[config.mk]
export PLATFORM = sky130hd
export DESIGN_NAME = i2s_clkgen
export DESIGN_NICKNAME = d
export VERILOG_FILES = /design/src/rtl/i2s_clkgen_pkg.sv /design/src/rtl/i2s_clk_regs.sv /design/src/rtl/i2s_frac_div.sv /design/src/rtl/i2s_bit_div.sv /design/src/rtl/i2s_clkgen.sv
export SDC_FILE = /design/constraint.sdc
export NUM_CORES = 1
export LEC_CHECK = 0
export BUFFER_PORTS_ARGS = -buffer_cell sky130_fd_sc_hd__buf_2
export CAP_MARGIN = 20
export CORE_ASPECT_RATIO = 1.1
export CORE_MARGIN = 8
export CORE_UTILIZATION = 55
export CTS_CLUSTER_DIAMETER = 150
export CTS_CLUSTER_SIZE = 30
export DETAILED_ROUTE_END_ITERATION = 10
export GPL_ROUTABILITY_DRIVEN = 0
export GPL_TIMING_DRIVEN = 0
export MAX_ROUTING_LAYER = met4
export PLACE_DENSITY = 0.8
export SLEW_MARGIN = 25
export SYNTH_ARGS = -nofsm -noshare
export SYNTH_HDL_FRONTEND = slang
export SYNTH_SLANG_ARGS = --single-unit
[constraint.sdc]
create_clock -name clk -period 3.44 [get_ports clk]
set_input_delay 0.172 -clock clk [delete_from_list [all_inputs] [get_ports clk]]
set_output_delay 0.172 -clock clk [all_outputs]
set_load 0.02 [all_outputs]
[src/rtl/i2s_clkgen_pkg.sv]
package i2s_clkgen_pkg;

  localparam int unsigned ADDR_W    = 4;
  localparam int unsigned SLAVE_BIT = 5;

  localparam logic [ADDR_W-1:0] A_CTRL = 4'd0;  // +dir
  localparam logic [ADDR_W-1:0] A_MODE = 4'd2;  // +dir
  localparam logic [ADDR_W-1:0] A_RATE = 4'd4;  // +dir
  localparam logic [ADDR_W-1:0] A_BITS = 4'd6;  // +dir
  localparam logic [ADDR_W-1:0] A_SRC  = 4'd8;

  typedef enum logic [1:0] {
    MSRC_OWN   = 2'b00,
    MSRC_OTHER = 2'b01,
    MSRC_PIN   = 2'b10,
    MSRC_OFF   = 2'b11
  } msrc_e;

  typedef struct packed {
    logic  mclk_oe;  // bit 3
    logic  share;    // bit 2
    msrc_e msrc;     // bits 1:0
  } mode_t;

  function automatic logic [ADDR_W-1:0] dir_addr(logic [ADDR_W-1:0] base, int dir);
    return base + ADDR_W'(dir);
  endfunction

endpackage

[src/rtl/i2s_clk_regs.sv]
module i2s_clk_regs
  import i2s_clkgen_pkg::*;
#(
  parameter int unsigned DATA_W = 16,
  parameter int unsigned BR_W   = 6
) (
  input  logic                          clk,
  input  logic                          rst_n,
  input  logic                          wr_en,
  input  logic [ADDR_W-1:0]             wr_addr,
  input  logic [DATA_W-1:0]             wr_data,
  output logic [1:0]                    slave,
  output mode_t [1:0]                   mode,
  output logic [1:0][DATA_W-1:0]        rate,
  output logic [1:0][BR_W-1:0]          brate,
  output logic                          src_pll,
  output logic [1:0]                    rate_load,
  output logic [1:0]                    bits_load
);

  always_comb begin
    for (int d = 0; d < 2; d++) begin
      rate_load[d] = wr_en && (wr_addr == dir_addr(A_RATE, d));
      bits_load[d] = wr_en && (wr_addr == dir_addr(A_BITS, d));
    end
  end

  always_ff @(posedge clk) begin
    if (!rst_n) begin
      src_pll <= 1'b0;
      for (int d = 0; d < 2; d++) begin
        slave[d] <= 1'b1;
        mode[d]  <= '0;
        rate[d]  <= '0;
        brate[d] <= '0;
      end
    end else if (wr_en) begin
      if (wr_addr == A_SRC) src_pll <= wr_data[0];
      for (int d = 0; d < 2; d++) begin
        if (wr_addr == dir_addr(A_CTRL, d)) slave[d] <= wr_data[SLAVE_BIT];
        if (wr_addr == dir_addr(A_MODE, d)) mode[d]  <= mode_t'(wr_data[3:0]);
        if (rate_load[d])                   rate[d]  <= wr_data;
        if (bits_load[d])                   brate[d] <= wr_data[BR_W-1:0];
      end
    end
  end

endmodule

[src/rtl/i2s_frac_div.sv]
module i2s_frac_div #(
  parameter int unsigned FRAC_W = 8
) (
  input  logic              clk,
  input  logic              rst_n,
  input  logic              tick,
  input  logic              load,
  input  logic [FRAC_W-1:0] num,
  input  logic [FRAC_W-1:0] den,
  output logic              mclk
);

  logic [FRAC_W:0] acc;
  logic [FRAC_W:0] sum;
  logic            cfg_ok;

  assign cfg_ok = (num != '0) && (num <= den);
  assign sum    = acc + {1'b0, num};

  always_ff @(posedge clk) begin
    if (!rst_n) begin
      acc  <= '0;
      mclk <= 1'b0;
    end else if (load || !cfg_ok) begin
      acc  <= '0;
      mclk <= 1'b0;
    end else if (tick) begin
      if (sum >= {1'b0, den}) begin
        acc  <= sum - {1'b0, den};
        mclk <= ~mclk;
      end else begin
        acc  <= sum;
      end
    end
  end

  AST_ACC_BELOW_DEN: assert property (@(posedge clk) disable iff (!rst_n)
    cfg_ok |-> (acc < {1'b0, den}))
    else $error("accumulator reached denominator");

  AST_MCLK_HELD_LOW: assert property (@(posedge clk) disable iff (!rst_n)
    !cfg_ok |=> !mclk)
    else $error("master clock active with invalid ratio");

endmodule

[src/rtl/i2s_bit_div.sv]
module i2s_bit_div #(
  parameter int unsigned BR_W      = 6,
  parameter int unsigned WORD_BITS = 16
) (
  input  logic            clk,
  input  logic            rst_n,
  input  logic            load,
  input  logic            mclk,
  input  logic [BR_W-1:0] ratio,
  output logic            sck,
  output logic            ws
);

  localparam int unsigned SLOT_W = (WORD_BITS > 1) ? $clog2(WORD_BITS) : 1;
  localparam logic [SLOT_W-1:0] SLOT_LAST = SLOT_W'(WORD_BITS - 1);

  logic              mclk_q;
  logic              mclk_edge;
  logic [BR_W-1:0]   cnt;
  logic [SLOT_W-1:0] slot;

  assign mclk_edge = mclk ^ mclk_q;

  always_ff @(posedge clk) begin
    if (!rst_n) begin
      mclk_q <= 1'b0;
      cnt    <= '0;
      sck    <= 1'b0;
      ws     <= 1'b0;
      slot   <= '0;
    end else begin
      mclk_q <= mclk;
      if (load) begin
        cnt  <= '0;
        sck  <= 1'b0;
        ws   <= 1'b0;
        slot <= '0;
      end else if (mclk_edge) begin
        if (cnt == ratio) begin
          cnt <= '0;
          sck <= ~sck;
          if (sck) begin
            if (slot == SLOT_LAST) begin
              slot <= '0;
              ws   <= ~ws;
            end else begin
              slot <= slot + 1'b1;
            end
          end
        end else begin
          cnt <= cnt + 1'b1;
        end
      end
    end
  end

  AST_CNT_IN_RANGE: assert property (@(posedge clk) disable iff (!rst_n)
    cnt <= ratio)
    else $error("bit counter beyond limit");

  AST_SCK_ON_MCLK_EDGE: assert property (@(posedge clk) disable iff (!rst_n)
    ((sck != $past(sck)) && !$past(load)) |-> $past(mclk_edge))
    else $error("sck moved without master clock edge");

  AST_WS_ON_SCK_FALL: assert property (@(posedge clk) disable iff (!rst_n)
    ((ws != $past(ws)) && !$past(load)) |-> $fell(sck))
    else $error("ws moved outside sck fall");

endmodule

[src/rtl/i2s_clkgen.sv]
module i2s_clkgen
  import i2s_clkgen_pkg::*;
#(
  parameter int unsigned DATA_W    = 16,
  parameter int unsigned BR_W      = 6,
  parameter int unsigned WORD_BITS = 16
) (
  input  logic              clk,
  input  logic              rst_n,
  input  logic              pclk_tick,
  input  logic              pll_tick,
  input  logic              wr_en,
  input  logic [3:0]        wr_addr,
  input  logic [15:0]       wr_data,
  input  logic [1:0]        mclk_i,
  input  logic [1:0]        sck_i,
  input  logic [1:0]        ws_i,
  output logic [1:0]        mclk_o,
  output logic [1:0]        mclk_oe,
  output logic [1:0]        sck_o,
  output logic [1:0]        sck_oe,
  output logic [1:0]        ws_o,
  output logic [1:0]        ws_oe,
  output logic [1:0]        sck_int,
  output logic [1:0]        ws_int
);

  localparam int unsigned FRAC_W = DATA_W / 2;

  logic [1:0]             slave;
  mode_t [1:0]            mode;
  logic [1:0][DATA_W-1:0] rate;
  logic [1:0][BR_W-1:0]   brate;
  logic                   src_pll;
  logic [1:0]             rate_load;
  logic [1:0]             bits_load;
  logic                   src_tick;
  logic [1:0]             div_mclk;
  logic [1:0]             sel_mclk;
  logic [1:0]             gen_sck;
  logic [1:0]             gen_ws;
  logic [1:0]             mst_sck;
  logic [1:0]             mst_ws;

  i2s_clk_regs #(.DATA_W(DATA_W), .BR_W(BR_W)) u_regs (
    .clk       (clk),
    .rst_n     (rst_n),
    .wr_en     (wr_en),
    .wr_addr   (wr_addr),
    .wr_data   (wr_data),
    .slave     (slave),
    .mode      (mode),
    .rate      (rate),
    .brate     (brate),
    .src_pll   (src_pll),
    .rate_load (rate_load),
    .bits_load (bits_load)
  );

  assign src_tick = src_pll ? pll_tick : pclk_tick;

  for (genvar d = 0; d < 2; d++) begin : g_dir
    localparam int O = 1 - d;

    i2s_frac_div #(.FRAC_W(FRAC_W)) u_frac (
      .clk   (clk),
      .rst_n (rst_n),
      .tick  (src_tick),
      .load  (rate_load[d]),
      .num   (rate[d][DATA_W-1:FRAC_W]),
      .den   (rate[d][FRAC_W-1:0]),
      .mclk  (div_mclk[d])
    );

    always_comb begin
      unique case (mode[d].msrc)
        MSRC_OWN:   sel_mclk[d] = div_mclk[d];
        MSRC_OTHER: sel_mclk[d] = div_mclk[O];
        MSRC_PIN:   sel_mclk[d] = mclk_i[d];
        default:    sel_mclk[d] = 1'b0;
      endcase
    end

    i2s_bit_div #(.BR_W(BR_W), .WORD_BITS(WORD_BITS)) u_bits (
      .clk   (clk),
      .rst_n (rst_n),
      .load  (bits_load[d]),
      .mclk  (sel_mclk[d]),
      .ratio (brate[d]),
      .sck   (gen_sck[d]),
      .ws    (gen_ws[d])
    );

    assign mst_sck[d] = mode[d].share ? gen_sck[O] : gen_sck[d];
    assign mst_ws[d]  = mode[d].share ? gen_ws[O]  : gen_ws[d];

    assign mclk_o[d]  = sel_mclk[d];
    assign mclk_oe[d] = mode[d].mclk_oe;
    assign sck_o[d]   = mst_sck[d];
    assign ws_o[d]    = mst_ws[d];
    assign sck_oe[d]  = ~slave[d];
    assign ws_oe[d]   = ~slave[d];
    assign sck_int[d] = slave[d] ? sck_i[d] : mst_sck[d];
    assign ws_int[d]  = slave[d] ? ws_i[d]  : mst_ws[d];

    AST_MCLK_OFF_CODE: assert property (@(posedge clk) disable iff (!rst_n)
      (mode[d].msrc == MSRC_OFF) |-> !mclk_o[d])
      else $error("master clock active with source code 11");

    AST_SHARE_FOLLOWS: assert property (@(posedge clk) disable iff (!rst_n)
      (!slave[d] && mode[d].share && !mode[O].share) |->
        ((sck_int[d] == sck_o[O]) && (ws_int[d] == ws_o[O])))
      else $error("borrowed clock pair diverged");
  end

endmodule

* Word-level counts from Yosys, hierarchy flattened *
Cells that the tools add are included.

cells by class
  $add $sub $neg = 8
  $lt $le $gt $ge = 4
  equality and inequality tests = 16
  mux-type cells = 17
  bitwise gates (word level) = 11
  reduce and logical (&&, ||, !) cells = 36

operator list
  operator             count
  $reduce_and 2->1     13
  $add 9x8->9          2
  $ge 9x8->1           2
  $mux 9               2
  $sub 9x8->9          2
  $eq 4x3->1 const B   4
  $le 8x8->1           2
  $reduce_bool 8->1    2
  $add 6x1->6 const B  2
  $eq 4x4->1 const B   3
  $eq 6x6->1           2
  $mux 6               2
  $mux 1               9
  $not 1->1            9
  $add 4x1->4 const B  2
  $eq 4x2->1 const B   2
  $mux 4               2
  $reduce_and 4->1     2
  $reduce_or 2->1      4
  $logic_and 1x1->1    6
  $pmux 1 s3           2
  $reduce_and 3->1     2
  $eq 2x1->1 const B   2
  $eq 2x2->1 const B   2
  6 further kinds      10

word-level totals
  bits in registers = 101
  bits of input ports = 31
  output and inout port bits = 16
  word-level logic and storage cells = 119

* Longest topological paths before layout *
Gate-level depths: netlist of the first run.

  depth in word-level cells = 5
  gate-level depth with buffers = 13
  mapped depth without buffers = 12

* Modules after synthesis *
A second synthesis of the first run with hierarchy kept.

unflattened totals
  cells, all modules = 710
  area, all modules = 6362.4 µm²

by module, submodules not included
  module        times used  cells an instance  area each (µm²)  sequential area each (µm²)
  i2s_frac_div  2           171                1381.3           200.2
  i2s_clk_regs  1           209                2072.0           1101.1
  i2s_bit_div   2           70                 673.1            260.2
  i2s_clkgen    1           19                 181.4            0.0

* Worst setup path before layout of the first run *
No wires, ideal clock.

  path kind = reg2reg
  start point = register u_regs.rate[24] in the netlist's numbering
  end point = register g_dir[1].u_frac.acc[5]
  library setup time = 0.092 ns
  data arrival time = 3.129 ns
  required time = 3.348 ns
  path slack = 0.219 ns
  cell stages (with the launch flop) = 13
  buffers on the path = 1
  period minus slack after synthesis = 3.221 ns
  cell sequence = dfxtp_1 > ha_1 > fa_1 > a211oi_1 > o21ai_0 > xor2_1 > ha_1 > a2111o_1 > o211ai_1 > o211ai_2 > buf_4 > o211a_1 > nor4_1

between the ends
  cells in the longest elaborated chain, start to end = 5
  elaborated cells on any way between the ends = 10
  classes of those cells = add/sub: 2; order compare: 2; mux: 1; reduce/logical: 5

RTL lines
  item                                                 RTL line            source
  from (decl)                                          i2s_clk_regs.sv:14  output logic [1:0][DATA_W-1:0] rate,
  from (signal, indexed assignment)                    i2s_clk_regs.sv:42  if (rate_load[d]) rate[d] <= wr_data;
  branches (longest 5 deep; another with $add 9x8->9)  n/a
  to (signal assigned)                                 i2s_frac_div.sv:29  acc <= sum - {1'b0, den};
  to (signal assigned)                                 i2s_frac_div.sv:32  acc <= sum;
  to (decl)                                            i2s_frac_div.sv:13  logic [FRAC_W:0] acc;

Parallel ways; which one is timed is not known.
A chain may end at the register's enable or synchronous reset.

* Worst setup path after layout of the first run *
  start point = register u_regs.rate[8] in the netlist's numbering
  end point = register g_dir[0].u_frac.acc[5]

between the ends
  cells in the longest elaborated chain, start to end = 5
  elaborated cells on any way between the ends = 10
  classes of those cells = add/sub: 2; order compare: 2; mux: 1; reduce/logical: 5

RTL lines
  item                                                 RTL line
  branches (longest 5 deep; another with $add 9x8->9)  n/a
  to (signal assigned)                                 i2s_frac_div.sv:29
  to (signal assigned)                                 i2s_frac_div.sv:32
  to (decl)                                            i2s_frac_div.sv:13

Parallel ways; which one is timed is not known.

==> results.yml, run 1 <==
setup_path:
  end_kind: "flop"
  critical-path-max-stage-delay_ps: 390
  cp-start-kind: "flop"
  r2r-end: "g_dir[0].u_frac.acc[5]"
  crit_family: "compound AO/OA/AOI/OAI gates"
  rrSetupSlack_ps: -40
  worst-path-max-fanout: 5
  cp.required_ps: 3670
  cp_data_arrival_time_ps: 3710
  worstSetupPathType: "flop to flop"
  reg2reg_from: "u_regs.rate[8]"
  slowest_stage: "fa_2"
  path_buf_inv: 1
  cp_cell_sequence: "ha_4 > fa_2 > a211oi_2 > o21ai_1 > xor2_1 > ha_1 > and4_4 > a21o_2 > a211o_1 > a21boi_4 > buf_6 > nand2_1 > a311oi_1"
  reg2reg_depth: 13
final_layout:
  diodes: 0
  nNetsFinal: 881
  layout-drive-gt1-share_pct: 18.27
  final_area_um2: 7343
  area_growth_pct: 16.15
  stdcell_count: 949
clock_tree:
  cts-buffers-inserted: 9
  ctsHoldBuffers: 0
  h-tree-depth: 3
  clock_latency_ps: 350
  cts_root_buf: "clkbuf_16"
  clock-sinks: 101
  clockBufferDepth: 2
  clk_pin_slew_ps: 70
  cts_tree: "done"
logic_synthesis:
  synth_seq_cells: 101
  synth_common_cells: "101 x dfxtp_1, 89 x nand2_1, 52 x ha_1"
  post-synth-top-count-cell: "dfxtp_1"
  syn_inst: 718
  ys_async_sr_fraction_pct: 0
  synthTopCellsByArea: "dfxtp_1 32%, ha_1 10%, mux2i_1 5.7%, nand2_1 5.3%, a21boi_0 4.2%"
  synth_edf_count: 0
  ys.flop_type: "dfxtp_1"
  netlist_area_um2: 6322
  netlist.area_leader.share_pct: 31.98
  ys_types: 72
  syn_nets: 805
  ys.warnings.count: 0
  syn_area_per_cell_um2: 8.805
  synth_area_leader_cell: "dfxtp_1"
  seq_area_frac_synth_pct: 31.98
timing:
  slew_headroom_pct: 36.19
  hold_viol_final: 0
  setup_viol: 6
  max_freq_mhz: 287.4
  period_minus_slack_ps: 3479
  tns_ps: -142.2
  timing.final.crit_share_pct: 101.1
  finalClockSkew_ps: 6.602
  finalMaxSlewViolations: 0
  setup_slack_ps: -39.05
  tightest_slew_ps: 955.6
  rsz0062_at_grt: "yes"
die:
  die_area_um2: 15190
  ios: 47
  coreArea_um2: 11340
  die_w_um: 118.2
  rows: 41
  start_util_pct: 55.77
  die_y_um: 128.5
power_and_ir_drop:
  p_leak_uw: 0.003041
  vdd_ir_drop_max_mv: 0.2095
  powerDensity_nw_per_um2: 368.8
  power.total_uw: 2708
drt:
  viasPerCell: 5.872
  post-route-drc-count: 0
  antenna_left: 0
  drt_first_iter_violations: 282
  drtPass1Iterations: 5
  wl_per_cell_um: 17.33
  via_count: 5573
  wl_mm: 16.45
global_route:
  antenna_found_initial: 0
  grt_overflow: 0
  grt_max_degree: 18
  grt_pass1_vias: 5639
  grtUsageTotal_pct: 21.80
  grt_pass1_wl_mm: 26.38
place:
  dp_hpwl_mm: 12.08
  placed_area_um2: 6738
  portBuffers: 44
  dp_cells: 912
  pre_cts_slack_ps: -289.6
hold_path:
  hp-class: "primary input to flop"
  min_to: "u_regs.rate[14]"
  hold_start: "wr_data[14]"
  hold_path_depth: 3
run:
  maxCapViolCount: 0
run_status:
  outcome: "finished with violations"
  failed_checks: "negative setup slack"
[layout make-up]
class | count | area (µm²)
Clock buffer | 11 | 242.7
Multi-Input combinational cell | 564 | 4194
Sequential cell | 101 | 2031
Clock inverter | 5 | 65.06
Buffer | 27 | 150.1
Tap cell | 150 | 187.7
Fill cell | 934 | 3994
Timing Repair Buffer | 65 | 375.4
Inverter | 26 | 97.59
[report_power, final]
group	total (µW)	switching (µW)	internal, µW
Clock	1060	466	593
Combinational	447	241	206
Sequential	1200	17.1	1180
Total	2710	725	1980
[what timing repair did]
item                       4_1_cts  5_1_grt
setup endpoints to repair       16       17
cloned                           1        1
pin swaps                        6       26
buffers inserted                 7       12
gates resized for setup         11       25
[worst max path at each step]
stage / slack, ps / depth (start not counted) / to / from
floorplan: 220 / 12 / g_dir[1].u_frac.acc[5] / u_regs.rate[24]
global placement: -150 / 12 / g_dir[1].u_frac.acc[3] / u_regs.rate[24]
detailed placement: -290 / 12 / g_dir[1].u_frac.acc[5] / u_regs.rate[24]
CTS: -4 / 12 / g_dir[1].u_frac.acc[8] / u_regs.rate[27]
global route: -170 / 13 / g_dir[0].u_frac.acc[1] / u_regs.rate[8]
finish: -40 / 13 / g_dir[0].u_frac.acc[5] / u_regs.rate[8]
[cell usage in the layout, fill, tap and decap left out, types with 3 or more instances in the layout]
master,count
buf_2,46
nor2b_1,26
nor3b_1,4
ha_1,48
nand2_1,89
dfxtp_1,94
nand4_1,11
clkbuf_16,9
buf_4,26
or3_1,4
a21oi_1,26
o21ai_0,14
nor3_1,15
ha_2,3
mux2_2,9
mux2i_1,34
nand3_1,13
and3_1,13
nor2_1,47
nand3b_1,8
o21a_1,7
nor4_1,8
o211ai_1,7
a21boi_0,35
and2_1,5
clkbuf_1,16
nand2b_1,3
xor2_1,21
a211oi_1,8
inv_1,26
dfxtp_2,7
a311oi_1,3
a21o_1,12
o21ai_2,3
xnor2_1,25
[logic make-up (layout without fill, tap and decap cells)]
group	Yosys count	count (layout)	synth area share, %
AND/OR/NAND/NOR	266	266	21.53
AO/OA/AOI/OAI	149	149	16.88
flip-flops	101	101	31.98
adder cells (fa/ha/maj)	56	56	11.56
buffers and inverters	53	134	3.859
XOR/XNOR	48	48	6.887
multiplexers	45	45	7.303
[worst min-delay path, stage by stage]
cell      delay (ps)
buf_2            110
nand2_1           50
a21boi_0          60
[stage by stage]
step | util [%] | hold slack (ps)
2_1_floorplan | - | 297.1
3_3_place_gp | 59.36 | 442.3
3_5_place_dp | 59.43 | 453.6
4_1_cts | 63.04 | 90.88
5_1_grt | 64.77 | 105.2
6_report | 64.77 | 96.98
[layer usage]
layer,up-vias,global-route usage (%),wire (µm)
met5,-,-,0
met3,43,2.716,961
met4,0,10.18,580
li1,2711,-,-
met2,177,36.67,7853
met1,2642,25.66,7051
[flip-flops by register name, indices dropped and copies added, names as in the netlist, 8 cells and up]
| register | cells |
|---|---|
| g_dir.u_bits.cnt | 12 |
| g_dir.u_frac.acc | 18 |
| u_regs.mode | 8 |
| u_regs.brate | 12 |
| g_dir.u_bits.slot | 8 |
| u_regs.rate | 32 |
No activity file was read; power rests on OpenSTA's default activity.
==> run 2: changes to the inputs <==
- CORE_UTILIZATION: 55 -> 60
- PLACE_DENSITY: 0.8 -> 0.83
- clock period: 3.44 -> 3.9 ns (I/O delays scaled with it)
==> run 2 against run 1 <==
  * The run now ends clean
  * Critical path depth shrank 1
  * Total power shrank 15%
  * Register-to-register slack gained 190 ps
  * Non-clock buffer count shrank 20
  * Routed wire length shrank 5.7%
  * Maximum frequency shrank 7.1%
  * Sequential share of layout area grew 1.1 points
  * Largest power group unchanged
==> results.yml, run 2 (synthesized netlist as in run 1, its figures left out) <==
hold_path:
  hp-class: "primary input to flop"
  min_to: "u_regs.rate[28]"
  hold_start: "wr_data[12]"
  hold_path_depth: 3
clock_tree:
  clock-sinks: 101
  clock_latency_ps: 350
  cts_tree: "done"
  clockBufferDepth: 2
  clk_pin_slew_ps: 70
  ctsHoldBuffers: 0
  cts_root_buf: "clkbuf_16"
  cts-buffers-inserted: 9
  h-tree-depth: 3
final_layout:
  stdcell_count: 922
  area_growth_pct: 11.24
  largest_reg_flops: 32
  final_common_cell: "dfxtp_1"
  reg.largest.list: "u_regs.rate (32), g_dir.u_frac.acc (18)"
  nNetsFinal: 861
  final_cell_mix: "101 x dfxtp_1, 89 x nand2_1, 52 x ha_1"
  layout-drive-gt1-share_pct: 12.97
  fill_cells: 847
  diodes: 0
  top_register: "u_regs.rate"
  final_area_um2: 7033
run:
  maxCapViolCount: 0
global_route:
  grt_pass1_vias: 5497
  antenna_found_initial: 0
  grtUsageTotal_pct: 23.39
  grt_pass1_wl_mm: 25.96
  grt_overflow: 0
  grt_max_degree: 20
drt:
  post-route-drc-count: 0
  drtPass1Iterations: 5
  viasPerCell: 5.912
  wl_mm: 15.51
  drt_first_iter_violations: 300
  wl_per_cell_um: 16.82
  antenna_left: 0
  via_count: 5451
place:
  placed_area_um2: 6729
  dp_hpwl_mm: 12.02
  dp_cells: 905
  portBuffers: 44
timing:
  period_minus_slack_ps: 3745
  finalClockSkew_ps: 9.305
  setup_viol: 0
  max_freq_mhz: 267.0
  finalMaxSlewViolations: 0
  finalHoldWorstSlack_ps: 110.2
  hold_viol_final: 0
  slew_headroom_pct: 41.61
  tightest_slew_ps: 874.4
  rsz0062_at_grt: "no"
  tns_ps: 0
  timing.final.crit_share_pct: 96.03
run_status:
  outcome: "completed"
die:
  die_w_um: 113.9
  coreArea_um2: 10340
  start_util_pct: 61.12
  rows: 39
  die_y_um: 123.7
  ios: 47
  die_area_um2: 14080
setup_path:
  rrSetupSlack_ps: 150
  worstSetupPathType: "flop to flop"
  reg2reg_depth: 12
  cp_cell_sequence: "ha_1 > a21o_1 > a221o_1 > o41ai_1 > xnor2_1 > ha_1 > and4_1 > a31oi_1 > o211ai_2 > buf_4 > mux2i_1 > a211oi_1"
  worst-path-max-fanout: 10
  reg2reg_from: "u_regs.rate[25]"
  crit_family: "compound AO/OA/AOI/OAI gates"
  end_kind: "flop"
  cp-start-kind: "flop"
  cp.required_ps: 4160
  r2r-end: "g_dir[1].u_frac.acc[3]"
  cp_data_arrival_time_ps: 4000
  crit_top_cell: "ha_1"
  path_buf_inv: 1
  slowest_stage: "dfxtp_1"
  critical-path-max-stage-delay_ps: 470
power_and_ir_drop:
  powerDensity_nw_per_um2: 326.1
  vdd_ir_drop_max_mv: 0.2058
  p_leak_uw: 0.002916
  power.total_uw: 2293
[run 2: changes by cell type in the layout (fill, tap and decap cells not counted), moves of 3 or more]
cell,delta
dfxtp_2,-7
buf_4,-18
dfxtp_1,+7
o41ai_1,+3
o21ai_0,+3
ha_2,-3
inv_6,+3
ha_1,+4
[run 2: worst max path at each step]
stage / to / from / cells past startpoint / slack [ps]
floorplan: g_dir[1].u_frac.acc[5] / u_regs.rate[24] / 12 / 680
global placement: g_dir[1].u_frac.acc[3] / u_regs.rate[24] / 12 / 290
detailed placement: g_dir[1].u_frac.acc[6] / u_regs.rate[24] / 12 / 230
CTS: g_dir[1].u_frac.acc[6] / u_regs.rate[24] / 12 / 180
global route: g_dir[1].u_frac.acc[6] / u_regs.rate[24] / 12 / 0.2
finish: g_dir[1].u_frac.acc[3] / u_regs.rate[25] / 12 / 150
[run 2: power breakdown]
group	switching [µW]	leakage, µW	internal (µW)
Combinational	194	0.00196	148
Sequential	14.8	0.000815	1040
Clock	438	0.000143	453
[run 2: through the flow]
| stage | worst slack (ps) | util (%) |
|---|---|---|
| 4_1_cts | 181.0 | 67.86 |
| 3_3_place_gp | 293.6 | 64.97 |
| 6_report | 154.8 | 67.99 |
| 2_1_floorplan | 678.7 | - |
| 5_1_grt | 0.1918 | 67.99 |
| 3_5_place_dp | 225.5 | 65.05 |
[run 2: area by class of cell]
class	instances	area, µm²	share of cell area (%)
repair buffers	45	227.7	3.238
flip-flops and latches	101	2022	28.75
multi-input cells	564	4069	57.85
clock inverters	6	62.56	0.8895
well taps	143	178.9	2.544
clock buffers	10	229.0	3.256
plain buffers	27	146.4	2.081
inverters	26	97.59	1.388
[run 2: timing repair]
action,CTS,global route
gates resized for setup,0,1
setup buffers,0,1
setup endpoints to repair,0,7
[run 2: routing by layer]
| metal | track usage [%] | part of all wire, % |
|---|---|---|
| met3 | 4.704 | 4.8 |
| met5 | - | 0 |
| met1 | 28.22 | 46 |
| met4 | 8.326 | 2.7 |
| met2 | 38.23 | 46 |
[run 2: worst register-to-register path, cell delays in order, from the launching register on]
cell and delay, ps:
dfxtp_1 470, ha_1 300, a21o_1 210, a221o_1 340, o41ai_1 420, xnor2_1 240, ha_1 330, and4_1 210
a31oi_1 330, o211ai_2 190, buf_4 220, mux2i_1 140, a211oi_1 260
==> run 3: changes to the inputs <==
- CTS_CLUSTER_DIAMETER: 150 -> 80
- PLACE_DENSITY: 0.83 -> 0.82
- SYNTH_HIERARCHICAL: default -> 1
==> run 3 against run 2 <==
  * Cell count is 0.76% lower
  * Routed wire length hardly changed
  * Synthesized cell count is 1.1% lower
  * Sequential share of layout area is 0.25 points lower
  * Clock power is 10% higher
  * Setup slack better by 82 ps
  * Largest power group unchanged
==> results.yml, run 3 <==
final_layout:
  multi_input_comb_area_um2: 4111
  fill_cells: 823
  diodes: 0
  area.sequential_um2: 2022
  top_register: "u_regs/rate"
  layout-drive-gt1-share_pct: 13.34
  final_common_cell: "dfxtp_1"
  largest_reg_flops: 32
  reg.largest.list: "u_regs/rate (32), g_dir.u_frac/acc (18)"
  final_cell_mix: "101 x dfxtp_1, 86 x nand2_1, 63 x mux2i_1"
  nNetsFinal: 854
  area_growth_pct: 11.52
clock_tree:
  cts_tree: "done"
  cts_resized: 0
  h-tree-depth: 3
  clock_latency_ps: 350
  cts-buffers-inserted: 9
  clock-sinks: 101
  cts_root_buf: "clkbuf_16"
  ctsHoldBuffers: 0
  clockBufferDepth: 2
  clk_pin_slew_ps: 70
  postCtsSetupRepairBufs: 0
drt:
  viasPerCell: 6.014
  drt_first_iter_violations: 239
  wl_mm: 15.53
  post-route-drc-count: 0
  wl_per_cell_um: 16.97
  drtPass1Iterations: 5
  antenna_left: 0
  via_count: 5503
global_route:
  grt_pass1_wl_mm: 25.58
  grtUsageTotal_pct: 23.21
  antenna_found_initial: 0
  grt_max_degree: 17
  grt_pass1_vias: 5462
  grt_overflow: 0
logic_synthesis:
  post-synth-top-count-cell: "dfxtp_1"
  synth_seq_cells: 101
  synth_edf_count: 0
  ys.flop_type: "dfxtp_1"
  synth_common_cells: "101 x dfxtp_1, 86 x nand2_1, 63 x mux2i_1"
  synth_area_leader_cell: "dfxtp_1"
  syn_inst: 710
  synthTopCellsByArea: "dfxtp_1 32%, ha_1 10%, mux2i_1 9.9%, nand2_1 5.1%, xnor2_1 3.9%"
  syn_area_per_cell_um2: 8.961
  ys_types: 63
  seq_area_frac_synth_pct: 31.78
  syn_nets: 797
  netlist_area_um2: 6362
  netlist.area_leader.share_pct: 31.78
  ys.warnings.count: 6
  ys_async_sr_fraction_pct: 0
timing:
  setup_viol: 0
  finalClockSkew_ps: 5.352
  hold_viol_final: 0
  period_minus_slack_ps: 3663
  tightest_slew_ps: 669.6
  finalMaxSlewViolations: 0
  max_freq_mhz: 273.0
  slew_headroom_pct: 55.36
  rsz0062_at_grt: "no"
  timing.final.crit_share_pct: 93.92
  setup_slack_ps: 237.0
  tns_ps: 0
setup_path:
  cp-start-kind: "flop"
  worst-path-max-fanout: 9
  end_kind: "flop"
  worstSetupPathType: "flop to flop"
  slowest_stage: "dfxtp_1"
  cp_cell_sequence: "ha_1 > a21oi_1 > o211ai_1 > o41ai_1 > xnor2_1 > ha_1 > nand4_1 > o21ai_0 > nor4_2 > o21ai_2 > mux2i_1 > a211oi_1"
  critical-path-max-stage-delay_ps: 460
  cp.required_ps: 4110
  cp_data_arrival_time_ps: 3870
  crit_top_cell: "ha_1"
die:
  start_util_pct: 61.50
  ios: 47
  rows: 39
  die_w_um: 114.2
  die_y_um: 124
  die_area_um2: 14160
  coreArea_um2: 10340
power_and_ir_drop:
  vdd_ir_drop_max_mv: 0.2020
  p_leak_uw: 0.002946
  powerDensity_nw_per_um2: 337.1
  power.total_uw: 2392
run:
  maxCapViolCount: 0
place:
  dp_hpwl_mm: 12.08
  pre_cts_slack_ps: 252.9
  portBuffers: 46
hold_path:
  hp-class: "primary input to flop"
run_status:
  outcome: "completed"
-- run 3: cell types whose count changed after synthesis, sizes merged, moves of 8 or more --
cell and change:
a211oi +8, a21oi +11, nor2b -24, mux2i +27, and3 -11, a21boi -36
a21o -10, inv +10, o21ai +8
-- run 3: cells by family (layout without fill, tap and decap cells) --
| family | count (synthesis) | after routing | share of synthesized area (%) |
|---|---|---|---|
| simple gates | 236 | 236 | 18.68 |
| compound gates | 142 | 142 | 15.44 |
| flops | 101 | 101 | 31.78 |
| mux | 74 | 74 | 12.09 |
| fa+ha+maj | 56 | 56 | 11.48 |
| buf+inv | 55 | 117 | 3.599 |
| xor+xnor | 46 | 46 | 6.922 |
-- run 3: worst max-delay path: cells and delay by family, from the launching register on --
family          cells  cell delay (ps)
simple gates        2              280
flops               1              460
compound gates      6             1670
xor+xnor            1              180
fa+ha+maj           2              660
mux                 1              270
-- run 3: final cells by class --
cell class / count / share of cell area (%)
inverters: 36 / 1.904
repair buffers: 46 / 3.245
multi-input cells: 554 / 57.94
clock inverters: 5 / 1.146
plain buffers: 19 / 1.323
well taps: 143 / 2.522
flip-flops and latches: 101 / 28.50
clock buffers: 11 / 3.421
-- run 3: worst paths after layout --
path / start / to / slack, ps / depth (start not counted)
max: u_regs/rate[25] / g_dir[1].u_frac/acc[3] / 240 / 12
min: wr_data[13] / u_regs/rate[13] / 130 / 3
max reg2reg: u_regs/rate[25] / g_dir[1].u_frac/acc[3] / 240 / 12
min reg2reg: u_regs/rate[20] / u_regs/rate[20] / 460 / 2
-- run 3: metrics by stage --
step	utilization [%]	std cells	area, µm²	hold WS (ps)
after floorplan	-	710	6362	322.3
after CTS	68.59	915	7096	116.1
after global routing	68.59	915	7096	137.5
final	68.59	915	7096	132.1
after detailed placement	65.46	899	6771	449.5
after global placement	65.46	899	6771	446.5
-- run 3: layer usage --
layer  vias to the layer above  routed length [µm]  global-route usage, %
li1                       2696                   -                      -
met1                      2659                6486                  25.00
met2                       116                8152                  42.14
met3                        32                 489                  2.473
met4                         0                 397                  11.07
met5                         -                   0                      -
-- run 3: power breakdown --
| part | total [µW] | internal [µW] | leakage (µW) | switching [µW] |
|---|---|---|---|---|
| logic | 349 | 143 | 0.00198 | 207 |
| clock network | 982 | 582 | 0.000156 | 400 |
| registers | 1060 | 1050 | 0.000815 | 15.2 |
| total | 2390 | 1770 | 0.00295 | 622 |
